===== config.mk =====
export PLATFORM = sky130hd
export DESIGN_NAME = perf_sample_counter
export DESIGN_NICKNAME = d
export VERILOG_FILES = /design/src/rtl/perf_sample_pkg.sv /design/src/rtl/perf_cfg_regs.sv /design/src/rtl/perf_event_qual.sv /design/src/rtl/perf_sample_core.sv /design/src/rtl/perf_sample_counter.sv
export SDC_FILE = /design/constraint.sdc
export NUM_CORES = 1
export LEC_CHECK = 0
export ABC_CLOCK_PERIOD_IN_PS = 6720
export BUFFER_PORTS_ARGS = -buffer_cell sky130_fd_sc_hd__buf_2
export CORE_MARGIN = 4
export CORE_UTILIZATION = 50
export CTS_BUF_LIST = sky130_fd_sc_hd__clkbuf_2 sky130_fd_sc_hd__clkbuf_4 sky130_fd_sc_hd__clkbuf_8
export DETAILED_ROUTE_END_ITERATION = 10
export PLACE_DENSITY = 0.8
export SYNTH_ARGS = -nofsm -noshare
export SYNTH_HDL_FRONTEND = slang
export SYNTH_HIERARCHICAL = 1
export SYNTH_SLANG_ARGS = --single-unit

===== constraint.sdc =====
create_clock -name clk_i -period 6.72 [get_ports clk_i]
set_input_delay 0.336 -clock clk_i [delete_from_list [all_inputs] [get_ports clk_i]]
set_output_delay 0.336 -clock clk_i [all_outputs]
set_load 0.01 [all_outputs]

===== src/rtl/perf_sample_pkg.sv =====
package perf_sample_pkg;

    localparam int ADDR_W   = 3;
    localparam int CLR_BIT  = 8;
    localparam int CTRL_W   = 5;

    typedef enum logic [ADDR_W-1:0] {
        REG_CTRL   = 3'd0,
        REG_LIMIT  = 3'd1,
        REG_LATMIN = 3'd2,
        REG_COUNT  = 3'd3
    } reg_sel_e;

    typedef enum logic {
        SAMPLE_EVENT = 1'b0,
        SAMPLE_TIME  = 1'b1
    } sample_mode_e;

    typedef enum logic {
        PRIV_USER   = 1'b0,
        PRIV_KERNEL = 1'b1
    } priv_e;

    // packed: enable is bit 0, lat_filt is bit 4
    typedef struct packed {
        logic         lat_filt;
        logic         allow_kernel;
        logic         allow_user;
        sample_mode_e mode;
        logic         enable;
    } ctrl_t;

    function automatic logic level_allowed(ctrl_t c, priv_e p);
        return (p == PRIV_KERNEL) ? c.allow_kernel : c.allow_user;
    endfunction

endpackage


===== src/rtl/perf_cfg_regs.sv =====
module perf_cfg_regs
    import perf_sample_pkg::*;
#(
    parameter int DATA_W = 32,
    parameter int LAT_W  = 12
) (
    input  logic                            clk,
    input  logic                            rst,
    input  logic                            we,
    input  logic [ADDR_W-1:0]               addr,
    input  logic [DATA_W-1:0]               wdata,
    input  logic [DATA_W-1:0]               count,
    input  logic                            irq,
    output ctrl_t                           ctrl,
    output logic [DATA_W-1:0]               limit_shadow,
    output logic [LAT_W-1:0]                lat_min,
    output logic                            count_wr,
    output logic                            irq_clr,
    output logic [DATA_W-1:0]               rdata
);

    logic hit_ctrl, hit_limit, hit_lat;

    always_comb begin
        hit_ctrl  = we && (addr == REG_CTRL);
        hit_limit = we && (addr == REG_LIMIT);
        hit_lat   = we && (addr == REG_LATMIN);
        count_wr  = we && (addr == REG_COUNT);
        irq_clr   = hit_ctrl && wdata[CLR_BIT];
    end

    always_ff @(posedge clk) begin
        if (rst) begin
            ctrl         <= '0;
            limit_shadow <= '0;
            lat_min      <= '0;
        end else begin
            if (hit_ctrl)  ctrl         <= ctrl_t'(wdata[CTRL_W-1:0]);
            if (hit_limit) limit_shadow <= wdata;
            if (hit_lat)   lat_min      <= wdata[LAT_W-1:0];
        end
    end

    always_comb begin
        case (reg_sel_e'(addr))
            REG_CTRL:   rdata = DATA_W'({irq, 3'b000, ctrl});
            REG_LIMIT:  rdata = limit_shadow;
            REG_LATMIN: rdata = DATA_W'(lat_min);
            REG_COUNT:  rdata = count;
            default:    rdata = '0;
        endcase
    end

endmodule


===== src/rtl/perf_event_qual.sv =====
module perf_event_qual
    import perf_sample_pkg::*;
#(
    parameter int LAT_W = 12
) (
    input  ctrl_t             ctrl,
    input  logic              ev_pulse,
    input  logic [LAT_W-1:0]  ev_lat,
    input  logic [LAT_W-1:0]  lat_min,
    input  logic              priv,
    output logic              qual,
    output logic              tick
);

    logic lat_ok;

    always_comb begin
        lat_ok = !ctrl.lat_filt || (ev_lat >= lat_min);
        qual   = ev_pulse && lat_ok && level_allowed(ctrl, priv_e'(priv));
        tick   = ctrl.enable && ((ctrl.mode == SAMPLE_TIME) || qual);
    end

endmodule


===== src/rtl/perf_sample_core.sv =====
module perf_sample_core #(
    parameter int DATA_W = 32
) (
    input  logic              clk,
    input  logic              rst,
    input  logic              enable,
    input  logic              tick,
    input  logic [DATA_W-1:0] limit_shadow,
    input  logic              count_wr,
    input  logic [DATA_W-1:0] count_wdata,
    input  logic              irq_clr,
    output logic [DATA_W-1:0] count,
    output logic              irq,
    output logic              fire
);

    logic [DATA_W-1:0] active_limit;
    logic [DATA_W-1:0] count_next;

    always_comb begin
        count_next = count + 1'b1;
        fire = tick && !count_wr && (active_limit != '0) && (count_next == active_limit);
    end

    always_ff @(posedge clk) begin
        if (rst) begin
            count        <= '0;
            irq          <= 1'b0;
            active_limit <= '0;
        end else begin
            if (!enable || fire) active_limit <= limit_shadow;

            if (count_wr)  count <= count_wdata;
            else if (fire) count <= '0;
            else if (tick) count <= count_next;

            if (fire)         irq <= 1'b1;
            else if (irq_clr) irq <= 1'b0;
        end
    end

endmodule


===== src/rtl/perf_sample_counter.sv =====
module perf_sample_counter
    import perf_sample_pkg::*;
#(
    parameter int DATA_W = 32,
    parameter int LAT_W  = 12
) (
    input  logic               clk_i,
    input  logic               rst_i,
    input  logic               cfg_we_i,
    input  logic [2:0]         cfg_addr_i,
    input  logic [DATA_W-1:0]  cfg_wdata_i,
    output logic [DATA_W-1:0]  cfg_rdata_o,
    input  logic               ev_pulse_i,
    input  logic [LAT_W-1:0]   ev_lat_i,
    input  logic               priv_i,
    output logic [DATA_W-1:0]  count_o,
    output logic               irq_o
);

    ctrl_t              ctrl_q;
    logic [DATA_W-1:0]  limit_shadow;
    logic [LAT_W-1:0]   lat_min;
    logic               count_wr, irq_clr;
    logic               qual, tick, fire;

    perf_cfg_regs #(.DATA_W(DATA_W), .LAT_W(LAT_W)) u_regs (
        .clk          (clk_i),
        .rst          (rst_i),
        .we           (cfg_we_i),
        .addr         (cfg_addr_i),
        .wdata        (cfg_wdata_i),
        .count        (count_o),
        .irq          (irq_o),
        .ctrl         (ctrl_q),
        .limit_shadow (limit_shadow),
        .lat_min      (lat_min),
        .count_wr     (count_wr),
        .irq_clr      (irq_clr),
        .rdata        (cfg_rdata_o)
    );

    perf_event_qual #(.LAT_W(LAT_W)) u_qual (
        .ctrl     (ctrl_q),
        .ev_pulse (ev_pulse_i),
        .ev_lat   (ev_lat_i),
        .lat_min  (lat_min),
        .priv     (priv_i),
        .qual     (qual),
        .tick     (tick)
    );

    perf_sample_core #(.DATA_W(DATA_W)) u_core (
        .clk          (clk_i),
        .rst          (rst_i),
        .enable       (ctrl_q.enable),
        .tick         (tick),
        .limit_shadow (limit_shadow),
        .count_wr     (count_wr),
        .count_wdata  (cfg_wdata_i),
        .irq_clr      (irq_clr),
        .count        (count_o),
        .irq          (irq_o),
        .fire         (fire)
    );

endmodule


# After elaboration in Yosys (flattened, before gate mapping)
# Cells that the tools add are included.
# op_classes
n_addsub	1
n_lt_le_gt_ge	1
n_eq_ne	4
muxes	7
n_reduce_logical	21
# op_table
cell	count
32-bit one-hot mux with 4 select lines	1
32-bit 2-to-1 mux	3
32-bit by 1-bit adder with 32-bit output, second input constant	1
32-bit == test	1
32-bit nonzero test	1
12-bit greater-or-equal comparator	1
1-bit logical AND	11
3-bit by 2-bit == test with 1-bit output, second input constant	2
3-bit by 1-bit == test with 1-bit output, second input constant	1
1-bit logical NOT	3
3-bit logical NOT	1
1-bit logical OR	3
1-bit 2-to-1 mux	3
3-bit nonzero test	1
2-bit nonzero test	1
# word_totals
reg_bits	114
input_bits	52
out_inout_bits	65
word_cells	44

# Depth between registers and ports, before layout
# logic_depth
ltp_word	11
ltp_mapped	16
ltp_nobuf	16

# Modules after synthesis
# Netlist, hierarchy kept.
# by_module_without_submodules
module	n_inst	cells_each	area_per_inst_um2	seq_area_each_um2
perf_sample_core	1	596	4755.8	1301.2
perf_cfg_regs	1	270	2656.3	980.9
perf_event_qual	1	45	346.6	0.0

# Worst setup path after synthesis
# No wires, ideal clock.
# synth_timing
path_kind	flip-flop to flip-flop
start	reg u_regs.lat_min[10]
end	reg u_core.count[29]
setup_ps	145
arrival_ps	3234
t_required_ps	6575
setup_slack_ps	3341
stages_incl_launch_ff	16
n_path_buf	1
synth_period_minus_slack_ps	3379
path_cell_list	dfxtp_1 -> inv_1 -> ha_1 -> nand3_2 -> or4_1 -> a41oi_2 -> inv_1 -> nor4_1 -> nand4_1 -> nor4_1 -> nand4_1 -> and4bb_4 -> nand2_4 -> buf_6 -> a31oi_1 -> a221oi_1
# synth_via
elab_chain_len	11
elab_cells_between_ends	12
classes_between	order compare (1); mux (2); reduce/logical (9)
# synth_rtl
item	line_no	text
start, declared	perf_cfg_regs.sv:16	output logic [LAT_W-1:0] lat_min,
start signal, assigned	perf_cfg_regs.sv:40	if (hit_lat) lat_min <= wdata[LAT_W-1:0];
12-bit greater-or-equal comparator (*)	perf_event_qual.sv:18	lat_ok = !ctrl.lat_filt || (ev_lat >= lat_min);
1-bit logical OR (*)	perf_event_qual.sv:18	
1-bit logical AND (*) (2 in a row)	perf_event_qual.sv:19	qual = ev_pulse && lat_ok && level_allowed(ctrl, priv_e'(priv));
1-bit logical OR (*)	perf_event_qual.sv:20	tick = ctrl.enable && ((ctrl.mode == SAMPLE_TIME) || qual);
1-bit logical AND (*)	perf_event_qual.sv:20	
net tick	perf_sample_counter.sv:24	logic qual, tick, fire;
1-bit logical AND (3 in a row)	perf_sample_core.sv:22	fire = tick && !count_wr && (active_limit != '0) && (count_next == active_limit);
32-bit 2-to-1 mux	perf_sample_core.sv:34	else if (fire) count <= '0;
32-bit 2-to-1 mux	perf_sample_core.sv:33	if (count_wr) count <= count_wdata;
end signal, assigned	perf_sample_core.sv:33	
end signal, assigned	perf_sample_core.sv:35	else if (tick) count <= count_next;
end, declared	perf_sample_core.sv:12	output logic [DATA_W-1:0] count,
# Mark *: on every way through the listed nets, which the timed path passes. The rest lies on a longest branch.
# A chain may end at the register's enable or synchronous reset.

# Final worst setup path
# layout_timing
start	reg u_regs.lat_min[10]
end	reg u_core.active_limit[8]
# layout_via
elab_chain_len	10
# layout_rtl
item	line_no	text
12-bit greater-or-equal comparator	perf_event_qual.sv:18	
1-bit logical OR	perf_event_qual.sv:18	
1-bit logical AND (2 in a row)	perf_event_qual.sv:19	
1-bit logical OR	perf_event_qual.sv:20	
1-bit logical AND	perf_event_qual.sv:20	
net tick	perf_sample_counter.sv:24	
1-bit logical AND (3 in a row)	perf_sample_core.sv:22	
1-bit logical OR	perf_sample_core.sv:31	if (!enable || fire) active_limit <= limit_shadow;
end signal, assigned	perf_sample_core.sv:31	
end, declared	perf_sample_core.sv:17	logic [DATA_W-1:0] active_limit;
# The timed path passes the listed nets, and every way through them passes these cells.

==> flow_summary.yaml <==
global_route:
  grt_max_degree: 90
  grt_pass1_wl_um: 38300
  grtUsageTotal_pct: 26.9
  grt_overflow: 0
  antenna_found_initial: 0
  grt_pass1_vias: 7003
min_path:
  min_from: "cfg_wdata_i[16]"
  holdPathStages: 3
  hold_path.class: "input port to flip-flop"
  min_to: "u_regs/limit_shadow[16]$_SDFFE_PP0P_"
setup_path:
  slowest_delay_ns: 0.56
  r2r-start: "u_regs/lat_min[10]$_SDFFE_PP0P_"
  crit_arrival_ns: 4.90
  worstReg2RegEnd: "u_core/active_limit[8]$_SDFFE_PP0P_"
  reg2regPathDepth: 16
  crit_type: "flip-flop to flip-flop"
  crit_chain: "inv_1 > ha_1 > nand3_2 > or4_1 > a41oi_2 > buf_4 > inv_1 > nor4_1 > nand4_1 > nor4_1 > nand4_1 > and4bb_4 > a21boi_4 > buf_4 > mux2i_1 > nor2_1"
  cp_slowest_cell: "or4_1"
  cp_max_fo: 22
  worst_setup_path_end_kind: "flip-flop"
  r2r_slack_ns: 2.12
  worstSetupStartpointType: "flip-flop"
  crit_required_ns: 7.02
detailed_routing:
  vias_per_cell: 6.21
  drc: 0
  drt_wl_total_um: 24200
  vias: 7350
  drtIter0Drc: 880
  drt-pass1-iter-count: 5
  wire_per_inst_um: 20.4
  ant_nets: 0
synthesis:
  synth_nets: 975
  syn_area_per_cell_sq_um: 8.52
  syn_inst: 910
  netlist_area_sq_um: 7750
  yosysWarningCount: 6
sta:
  hold_slack_ns: 0.154
  fin_crit_ns: 4.60
  setup_viol: 0
  slew_violations: 0
  setup_total_negative_slack_ns: 0
  finalCritPeriodShare_pct: 68.5
  hold_viol: 0
  worst_pin_slew_ns: 1.01
  slew_headroom_pct: 32.4
  fmaxAchievable_mhz: 217
  rsz0062_at_grt: "false"
  fin_ws_ns: 2.12
  worst_clock_skew_ns: 0.00920
floorplan:
  die-area_sq_um: 17600
  core_sq_um: 15200
  initial_core_util_pct: 51.0
  fp.dieH_um: 133
  num_rows: 45
  die_x_um: 133
  ios: 117
clock_network:
  cts-htree-levels: 4
  clkLatencyLatePin_ns: 0.45
  cts-hold-fix-buffers: 0
  postCtsSetupRepairBufs: 0
  root_buffer: "clkbuf_8"
  cts_buffers: 17
  clkTransAtPathRegs_ns: 0.07
  cts_tree: "yes"
  clockBufferDepth: 2
  cts_resized: 0
  clock_sinks: 114
finish:
  diodes: 0
  n_fill_cell: 1411
  final_cell_count_no_fill: 1184
  fin_nets: 1048
  syn_to_final_growth_pct: 12.7
  fin_util_pct: 57.5
  drive_above_1_share_pct: 18.7
placed_design:
  dp_hpwl_um: 17200
  dpl_worst_slack_ns: 2.22
  dp_cells: 1152
  place.gp.congestion: 0.998
  io_buffers: 116
outcome:
  run_status: "completed"
flow_run:
  maxCapViolCount: 0
pwr:
  irDropWorstVdd_mv: 0.118
  power.share.sequential_pct: 42.9
  power_frac_comb_pct: 13.3
  intPower_mw: 1.27
  power_switching_mw: 0.462
  power_leakage_nw: 3.37
  swShare_pct: 26.7
  p_clk_share_pct: 43.9
  p_per_area_nw_per_um2: 198
[power by group through the flow]
stage	sequential [mW]	clock, mW	combinational, mW
6_report	0.740	0.758	0.229
5_1_grt	0.743	0.796	0.250
4_1_cts	0.739	0.766	0.227
2_1_floorplan	0.733	0	0.176
3_5_place_dp	0.754	0	0.225
3_3_place_gp	0.753	0	0.224
[layout by cell type, fill, tap and decap left out, types with 22 or more instances in the layout]
cell type	n
a21oi_1	37
xnor2_1	41
dfxtp_1	114
inv_1	40
nand2_1	31
nand4_1	25
mux2i_1	99
nor2_1	67
buf_2	115
a22o_1	22
nand2b_1	91
[layout make-up]
class | instances | area [sq um] | share of cell area [%]
clock buffer | 22 | 278 | 3.18
clock inverter | 10 | 181 | 2.08
inverter | 41 | 154 | 1.76
multi-input combinational | 685 | 4960 | 56.8
sequential | 114 | 2280 | 26.1
tap | 188 | 235 | 2.69
timing repair buffer | 124 | 643 | 7.36
[how the worst max path moves through the flow]
stage	from	to	cells after the start
after global routing	u_regs/lat_min[10]$_SDFFE_PP0P_	u_core/active_limit[3]$_SDFFE_PP0P_	16
after detailed placement	ev_lat_i[11]	u_core/active_limit[3]$_SDFFE_PP0P_	16
after CTS	u_regs/lat_min[10]$_SDFFE_PP0P_	u_core/active_limit[8]$_SDFFE_PP0P_	16
after floorplan	u_regs/lat_min[10]$_SDFFE_PP0P_	u_core/count[29]$_SDFFE_PP0P_	15
final	u_regs/lat_min[10]$_SDFFE_PP0P_	u_core/active_limit[8]$_SDFFE_PP0P_	16
after global placement	ev_lat_i[11]	u_core/active_limit[9]$_SDFFE_PP0P_	16
[stage by stage]
stage | cell area (sq um) | power [mW]
final | 8730 | 1.73
after CTS | 8730 | 1.73
after floorplan | 7750 | 0.908
after global placement | 8280 | 0.978
after detailed placement | 8280 | 0.979
after global routing | 8730 | 1.79
[sequential cells by signal, summed over array words and instances (netlist names)]
signal and cells:
u_core/irq 1, u_regs/lat_min 12, u_regs/limit_shadow 32, u_core/active_limit 32
u_regs/ctrl 5, u_core/count 32
[critical path, delay by kind of cell (launching register included)]
| kind | cells | cell delay [ns] |
|---|---|---|
| adder cells (fa/ha/maj) | 1 | 0.30 |
| buffers and inverters | 4 | 0.78 |
| multiplexers | 1 | 0.20 |
| AO/OA/AOI/OAI | 2 | 0.40 |
| AND/OR/NAND/NOR | 8 | 2.36 |
| flip-flops | 1 | 0.38 |
[layer usage]
| metal | global-route usage (%) | up-vias | wire, um |
|---|---|---|---|
| met4 | 10.6 | 0 | 701 |
| li1 | - | 3439 | - |
| met1 | 37.6 | 3491 | 10500 |
| met5 | 0 | - | 0 |
| met2 | 41.1 | 356 | 10900 |
| met3 | 5.13 | 64 | 2020 |
Note: power is estimated with default switching activity, not from simulation.
